==> src/rtl/panel_wr_pkg.sv <==
package panel_wr_pkg;

    // Register map geometry (field positions are decoded by software)
    localparam int REG_W      = 32;
    localparam int PH_W       = 4;
    localparam int TIM_CS_LSB = 16;
    localparam int TIM_WS_LSB = 12;
    localparam int TIM_WA_LSB = 8;
    localparam int TIM_WH_LSB = 4;
    localparam int TIM_EN_BIT = 0;
    localparam int TRG_MODE_BIT = 0;
    localparam int TRG_CMD_BIT  = 1;
    localparam int STS_BUSY_BIT = 0;
    localparam int STS_DONE_BIT = 1;

    localparam logic [1:0] ADDR_TIMING = 2'd0;
    localparam logic [1:0] ADDR_TRIG   = 2'd1;
    localparam logic [1:0] ADDR_COUNT  = 2'd2;
    localparam logic [1:0] ADDR_STATUS = 2'd3;

    localparam logic [PH_W-1:0] ACT_RESET = PH_W'(1);

    typedef enum logic [2:0] {
        PH_IDLE,
        PH_CSU,
        PH_WAIT,
        PH_WSU,
        PH_ACT,
        PH_HLD
    } phase_e;

    typedef struct packed {
        logic [PH_W-1:0] cs;
        logic [PH_W-1:0] ws;
        logic [PH_W-1:0] wa;
        logic [PH_W-1:0] wh;
    } timing_t;

    // Remaining-count load for the active phase: never shorter than one cycle
    function automatic logic [PH_W-1:0] act_load(input logic [PH_W-1:0] wa);
        return (wa == '0) ? '0 : wa - PH_W'(1);
    endfunction

endpackage

==> src/rtl/panel_wr_regs.sv <==
module panel_wr_regs
    import panel_wr_pkg::*;
#(
    parameter int CNT_W = 16
) (
    input  logic             clk,
    input  logic             rst_n,
    input  logic             reg_we,
    input  logic [1:0]       reg_addr,
    input  logic [REG_W-1:0] reg_wdata,
    output logic [REG_W-1:0] reg_rdata,
    input  logic             busy,
    input  logic             frame_done,
    output timing_t          tim,
    output logic [CNT_W-1:0] count,
    output logic             start,
    output logic             done
);

    typedef struct packed {
        timing_t          tim;
        logic             en;
        logic             mode;
        logic [CNT_W-1:0] count;
        logic             done;
    } regs_t;

    localparam regs_t REGS_RESET = '{
        tim:   '{cs: '0, ws: '0, wa: ACT_RESET, wh: '0},
        en:    1'b0,
        mode:  1'b0,
        count: '0,
        done:  1'b0
    };

    regs_t regs_q, regs_d;
    logic  unused_wdata;

    assign unused_wdata = ^reg_wdata;

    always_comb begin
        regs_d = regs_q;
        start  = 1'b0;
        if (reg_we) begin
            case (reg_addr)
                ADDR_TIMING: begin
                    regs_d.tim.cs = reg_wdata[TIM_CS_LSB +: PH_W];
                    regs_d.tim.ws = reg_wdata[TIM_WS_LSB +: PH_W];
                    regs_d.tim.wa = reg_wdata[TIM_WA_LSB +: PH_W];
                    regs_d.tim.wh = reg_wdata[TIM_WH_LSB +: PH_W];
                    regs_d.en     = reg_wdata[TIM_EN_BIT];
                end
                ADDR_TRIG: begin
                    regs_d.mode = reg_wdata[TRG_MODE_BIT];
                    start = reg_wdata[TRG_MODE_BIT] & reg_wdata[TRG_CMD_BIT]
                          & regs_q.en & ~busy & (regs_q.count != '0);
                end
                ADDR_COUNT: regs_d.count = reg_wdata[CNT_W-1:0];
                ADDR_STATUS: begin
                    if (reg_wdata[STS_DONE_BIT]) regs_d.done = 1'b0;
                end
                default: ;
            endcase
        end
        // completion outranks any same-cycle software write
        if (frame_done) begin
            regs_d.done = 1'b1;
            regs_d.mode = 1'b0;
        end
    end

    always_ff @(posedge clk or negedge rst_n) begin
        if (!rst_n) regs_q <= REGS_RESET;
        else        regs_q <= regs_d;
    end

    always_comb begin
        reg_rdata = '0;
        case (reg_addr)
            ADDR_TIMING: begin
                reg_rdata[TIM_CS_LSB +: PH_W] = regs_q.tim.cs;
                reg_rdata[TIM_WS_LSB +: PH_W] = regs_q.tim.ws;
                reg_rdata[TIM_WA_LSB +: PH_W] = regs_q.tim.wa;
                reg_rdata[TIM_WH_LSB +: PH_W] = regs_q.tim.wh;
                reg_rdata[TIM_EN_BIT]         = regs_q.en;
            end
            ADDR_TRIG:   reg_rdata[TRG_MODE_BIT] = regs_q.mode;
            ADDR_COUNT:  reg_rdata = REG_W'(regs_q.count);
            ADDR_STATUS: begin
                reg_rdata[STS_BUSY_BIT] = busy;
                reg_rdata[STS_DONE_BIT] = regs_q.done;
            end
            default: ;
        endcase
    end

    assign tim   = regs_q.tim;
    assign count = regs_q.count;
    assign done  = regs_q.done;

endmodule

==> src/rtl/panel_wr_seq.sv <==
module panel_wr_seq
    import panel_wr_pkg::*;
#(
    parameter int DATA_W = 16,
    parameter int CNT_W  = 16
) (
    input  logic              clk,
    input  logic              rst_n,
    input  logic              start,
    input  timing_t           tim_in,
    input  logic [CNT_W-1:0]  count_in,
    input  logic              pix_valid,
    input  logic [DATA_W-1:0] pix_data,
    output logic              pix_ready,
    output logic              lcd_cs_n,
    output logic              lcd_wr_n,
    output logic [DATA_W-1:0] lcd_data,
    output logic              busy,
    output logic              frame_done
);

    typedef struct packed {
        phase_e            ph;
        logic [PH_W-1:0]   cnt;
        logic [CNT_W-1:0]  left;
        logic [DATA_W-1:0] data;
        timing_t           tim;
        logic              cs_n;
        logic              wr_n;
    } seq_t;

    localparam seq_t SEQ_RESET = '{
        ph:   PH_IDLE,
        cnt:  '0,
        left: '0,
        data: '0,
        tim:  '{cs: '0, ws: '0, wa: ACT_RESET, wh: '0},
        cs_n: 1'b1,
        wr_n: 1'b1
    };

    seq_t seq_q, seq_d;
    logic word_end;
    logic cnt_zero;

    assign cnt_zero = (seq_q.cnt == '0);

    always_comb begin
        seq_d      = seq_q;
        word_end   = 1'b0;
        frame_done = 1'b0;
        case (seq_q.ph)
            PH_IDLE: begin
                if (start) begin
                    seq_d.tim  = tim_in;
                    seq_d.left = count_in;
                    if (tim_in.cs != '0) begin
                        seq_d.ph  = PH_CSU;
                        seq_d.cnt = tim_in.cs - PH_W'(1);
                    end else begin
                        seq_d.ph  = PH_WAIT;
                    end
                end
            end
            PH_CSU: begin
                if (cnt_zero) seq_d.ph  = PH_WAIT;
                else          seq_d.cnt = seq_q.cnt - PH_W'(1);
            end
            PH_WAIT: begin
                if (pix_valid) begin
                    seq_d.data = pix_data;
                    if (seq_q.tim.ws != '0) begin
                        seq_d.ph  = PH_WSU;
                        seq_d.cnt = seq_q.tim.ws - PH_W'(1);
                    end else begin
                        seq_d.ph  = PH_ACT;
                        seq_d.cnt = act_load(seq_q.tim.wa);
                    end
                end
            end
            PH_WSU: begin
                if (cnt_zero) begin
                    seq_d.ph  = PH_ACT;
                    seq_d.cnt = act_load(seq_q.tim.wa);
                end else begin
                    seq_d.cnt = seq_q.cnt - PH_W'(1);
                end
            end
            PH_ACT: begin
                if (cnt_zero) begin
                    if (seq_q.tim.wh != '0) begin
                        seq_d.ph  = PH_HLD;
                        seq_d.cnt = seq_q.tim.wh - PH_W'(1);
                    end else begin
                        word_end = 1'b1;
                    end
                end else begin
                    seq_d.cnt = seq_q.cnt - PH_W'(1);
                end
            end
            PH_HLD: begin
                if (cnt_zero) word_end  = 1'b1;
                else          seq_d.cnt = seq_q.cnt - PH_W'(1);
            end
            default: seq_d.ph = PH_IDLE;
        endcase

        if (word_end) begin
            if (seq_q.left <= CNT_W'(1)) begin
                seq_d.ph   = PH_IDLE;
                frame_done = 1'b1;
            end else begin
                seq_d.ph   = PH_WAIT;
                seq_d.left = seq_q.left - CNT_W'(1);
            end
        end

        seq_d.cs_n = (seq_d.ph == PH_IDLE);
        seq_d.wr_n = (seq_d.ph != PH_ACT);
    end

    always_ff @(posedge clk or negedge rst_n) begin
        if (!rst_n) seq_q <= SEQ_RESET;
        else        seq_q <= seq_d;
    end

    assign pix_ready = (seq_q.ph == PH_WAIT);
    assign busy      = (seq_q.ph != PH_IDLE);
    assign lcd_cs_n  = seq_q.cs_n;
    assign lcd_wr_n  = seq_q.wr_n;
    assign lcd_data  = seq_q.data;

endmodule

==> src/rtl/panel_wr_if.sv <==
module panel_wr_if
    import panel_wr_pkg::*;
#(
    parameter int DATA_W = 16,
    parameter int CNT_W  = 16
) (
    input  logic              clk,
    input  logic              rst_n,
    input  logic              reg_we,
    input  logic [1:0]        reg_addr,
    input  logic [31:0]       reg_wdata,
    output logic [31:0]       reg_rdata,
    input  logic              pix_valid,
    output logic              pix_ready,
    input  logic [DATA_W-1:0] pix_data,
    output logic              lcd_cs_n,
    output logic              lcd_wr_n,
    output logic [DATA_W-1:0] lcd_data,
    output logic              irq
);

    timing_t          tim;
    logic [CNT_W-1:0] count;
    logic             start;
    logic             busy;
    logic             frame_done;
    logic             done;

    panel_wr_regs #(.CNT_W(CNT_W)) u_regs (
        .clk        (clk),
        .rst_n      (rst_n),
        .reg_we     (reg_we),
        .reg_addr   (reg_addr),
        .reg_wdata  (reg_wdata),
        .reg_rdata  (reg_rdata),
        .busy       (busy),
        .frame_done (frame_done),
        .tim        (tim),
        .count      (count),
        .start      (start),
        .done       (done)
    );

    panel_wr_seq #(.DATA_W(DATA_W), .CNT_W(CNT_W)) u_seq (
        .clk        (clk),
        .rst_n      (rst_n),
        .start      (start),
        .tim_in     (tim),
        .count_in   (count),
        .pix_valid  (pix_valid),
        .pix_data   (pix_data),
        .pix_ready  (pix_ready),
        .lcd_cs_n   (lcd_cs_n),
        .lcd_wr_n   (lcd_wr_n),
        .lcd_data   (lcd_data),
        .busy       (busy),
        .frame_done (frame_done)
    );

    assign irq = done;

endmodule

==> config.mk <==
export PLATFORM = sky130hd
export DESIGN_NAME = panel_wr_if
export DESIGN_NICKNAME = d
export VERILOG_FILES = /design/src/rtl/panel_wr_pkg.sv /design/src/rtl/panel_wr_regs.sv /design/src/rtl/panel_wr_seq.sv /design/src/rtl/panel_wr_if.sv
export SDC_FILE = /design/constraint.sdc
export NUM_CORES = 1
export LEC_CHECK = 0
export BUFFER_PORTS_ARGS = -buffer_cell sky130_fd_sc_hd__buf_2
export CORE_ASPECT_RATIO = 0.6
export CORE_MARGIN = 2
export CORE_UTILIZATION = 45
export CTS_CLUSTER_SIZE = 28
export DETAILED_ROUTE_END_ITERATION = 8
export PLACE_DENSITY = 0.71
export SLEW_MARGIN = 20
export SYNTH_ARGS = -nofsm -noshare
export SYNTH_HDL_FRONTEND = slang
export SYNTH_SLANG_ARGS = --single-unit
==> constraint.sdc <==
create_clock -name clk -period 6.2 [get_ports clk]
set_input_delay 1.24 -clock clk [delete_from_list [all_inputs] [get_ports clk]]
set_output_delay 1.24 -clock clk [all_outputs]
set_load 0.02 [all_outputs]
==> flow_summary.yaml <==
outcome:
  status: "finished clean"
logic_synthesis:
  ys_types: 63
  syn_area_mm2: 0.00491
  syn-instance-count: 486
  synth_edf_count: 0
  ys_seq_area_share_pct: 45.0
  synthTopCellsByCount: "dfrtp_1 (84), nor2_1 (51), mux2_2 (49)"
  synth_top_cell_area_share_pct: 42.8
  synth_flop_cell: "dfrtp_1"
  yosys_warnings: 0
  synthArstFlopShare_pct: 100
  synth.most_common_cell: "dfrtp_1"
  synth_area_leaders: "dfrtp_1 (43%), mux2_2 (11%), buf_4 (4.6%)"
  yosys_register_bits: 88
  yosysTopAreaCell: "dfrtp_1"
  avgSynthCellArea_um2: 10.1
grt:
  antenna_found_initial: 0
  grt_usage_pct: 21.3
  top_usage_layer: "met1"
  grtUsageMet3_pct: 6.38
  grt_start_max_net_pins: 77
  grt_pass1_wl_mm: 19.8
  grt_pass1_vias: 3847
  gr-usage-met2_pct: 30.8
  grt-ovfl-total: 0
  met1_usage_pct: 31.6
floorplanning:
  io-pin-count: 106
  die_w_um: 139
  fp.dieH_um: 84.9
  core_region_area_mm2: 0.0106
  die-area_mm2: 0.0118
  start_util_pct: 46.3
  row_count: 29
critical_path:
  crit_path_max_fanout: 21
  crit_slowest_cell: "mux4_2"
  crit_family: "buffers and inverters"
  worstRegToRegCells: 8
  cp.arrival_ns: 2.45
  worstSetupEndpointType: "primary output"
  worst-path-buf-inv: 2
  cp_num_cells: 3
  cpPeakStageDelay_ns: 0.56
  critPathKind: "primary input to primary output"
  crit_required_ns: 4.96
  critPathLaunchType: "primary input"
  path_common_cell: "buf_2"
  cp_cell_sequence: "buf_2 > mux4_2 > buf_2"
cts:
  cts_root_buf: "clkbuf_16"
  clk_path_buf_depth: 2
  cts_tree: "built"
  postCtsSetupRepairBufs: 0
  worstSkewPairLatency_ns: 0.35
  clk_pin_slew_ns: 0.07
  cts_made_buffers: 9
  ctsResizeCount: 0
  numClockSinks: 88
  ctsHtreeMaxLevel: 3
  cts_hold_buf: 0
routing:
  drtPass1Iterations: 5
  drc_errors: 0
  wl_per_cell_um: 17.4
  drtIter0Drc: 385
  viasPerCell: 5.64
  routed_wl_mm: 12.0
  num_vias: 3888
  drtAntennaViolNets: 0
placement:
  port_buffers: 81
  dp_hpwl_mm: 8.74
  globalplace.congestion: 0.947
timing:
  setup_tns_ns: 0
  max_slew_margin_pct: 34.0
  hold_viol: 0
  setup_viol_count_final: 0
  max_freq_ghz: 0.271
  tightest_slew_ns: 0.991
  drv_slew: 0
  finClkSkew_ns: 0.00596
  rsz0062_at_grt: "false"
  finalCritPeriodShare_pct: 59.5
  timing.hold.ws_ns: 0.500
  layout_min_cycle_time_ns: 3.69
final_layout:
  drive_above_1_share_pct: 30.9
  seq_area_mm2: 0.00221
  fill_cells: 947
  nets: 611
  multiInputGateArea_mm2: 0.00239
  syn2layout_area_growth_pct: 14.0
  diodes: 0
worst_hold_path:
  hp-class: "register to register"
  holdPathStages: 1
power:
  peakVddDrop_uv: 220
  powerDensity_mw_per_mm2: 433
  power_leakage_nw: 2.55
job:
  cap_viol_max_count: 0
power by group:
group          switching (mW)  internal (mW)  total [mW]
clock                   0.243          0.357       0.600
sequential              0.208          0.782       0.990
combinational           0.464          0.368       0.831
total                   0.914           1.51        2.42
placed cells by master (no fill, tap or decap), types with 3 or more instances in the layout:
master,count
a211oi_1,3
a21oi_1,18
a311oi_1,8
a31oi_1,3
and2_1,6
and3_1,3
buf_2,80
buf_4,3
clkbuf_16,9
conb_1,12
dfrtp_1,84
dfstp_2,4
ha_1,12
inv_1,18
mux2_2,49
mux2i_1,14
nand2_1,47
nand2b_1,7
nand3_1,3
nand4_1,4
nor2_1,51
nor2b_1,3
nor3_1,13
nor3b_1,3
nor4_1,5
o211ai_1,4
o21a_1,3
o21ai_0,19
o22ai_1,4
o31ai_1,4
or2_2,3
or3_1,4
xnor2_1,6
layout make-up:
type	count	area share, %
repair buffers	83	7.56
clock inverters	7	1.83
inverters	18	1.21
clock buffers	9	4.03
flip-flops and latches	88	39.5
well taps	139	3.11
multi-input cells	345	42.8
per-layer routing:
metal,vias up,routed length [um]
li1,1808,-
met2,163,4950
met4,0,131
met1,1902,5950
met5,-,0
met3,15,973
path summary, 6_finish.rpt:
kind | from | end | slack, ns
hold reg to reg | u_seq.lcd_data[13] | u_seq.lcd_data[13] | 0.50
setup reg to reg | u_seq.seq_q[50] | u_seq.seq_q[44] | 3.12
hold / removal | u_seq.lcd_data[13] | u_seq.lcd_data[13] | 0.50
max in group asynchronous | rst_n | u_seq.seq_q[54] | 4.27
min in group asynchronous | rst_n | u_regs.tim[7] | 0.72
setup / recovery | reg_addr[1] | reg_rdata[0] | 2.51
cell families after synthesis:
logic type               count (synthesis)  share of synthesized area (%)
flip-flops                              88                           45.0
other                                    1                         0.0764
adder cells (fa/ha/maj)                 12                           3.06
multiplexers                            64                           14.6
XOR/XNOR                                 6                           1.07
AND/OR/NAND/NOR                        168                           17.2
AO/OA/AOI/OAI                           83                           11.7
buffers and inverters                   64                           7.37
sequential cells by signal, summed over array words and instances (netlist names):
name	flops
u_regs.count	16
u_regs.done	1
u_regs.regs_q	2
u_regs.tim	16
u_seq.lcd_cs_n	1
u_seq.lcd_data	16
u_seq.lcd_wr_n	1
u_seq.seq_q	35
per-stage QoR:
step                      total power, mW  instances  setup WS, ns  utilization, %  instance area [um^2]
after detailed placement             1.82        673          2.50            49.7                  5270
after global routing                 2.58        689          2.47            52.8                  5590
final                                2.42        689          2.51            52.8                  5590
after floorplan                      1.63        497          2.50               -                  4950
after CTS                            2.43        689          2.51            52.8                  5590
after global placement               1.78        673          2.51            49.7                  5270
No activity file was read; power rests on OpenSTA's default activity.
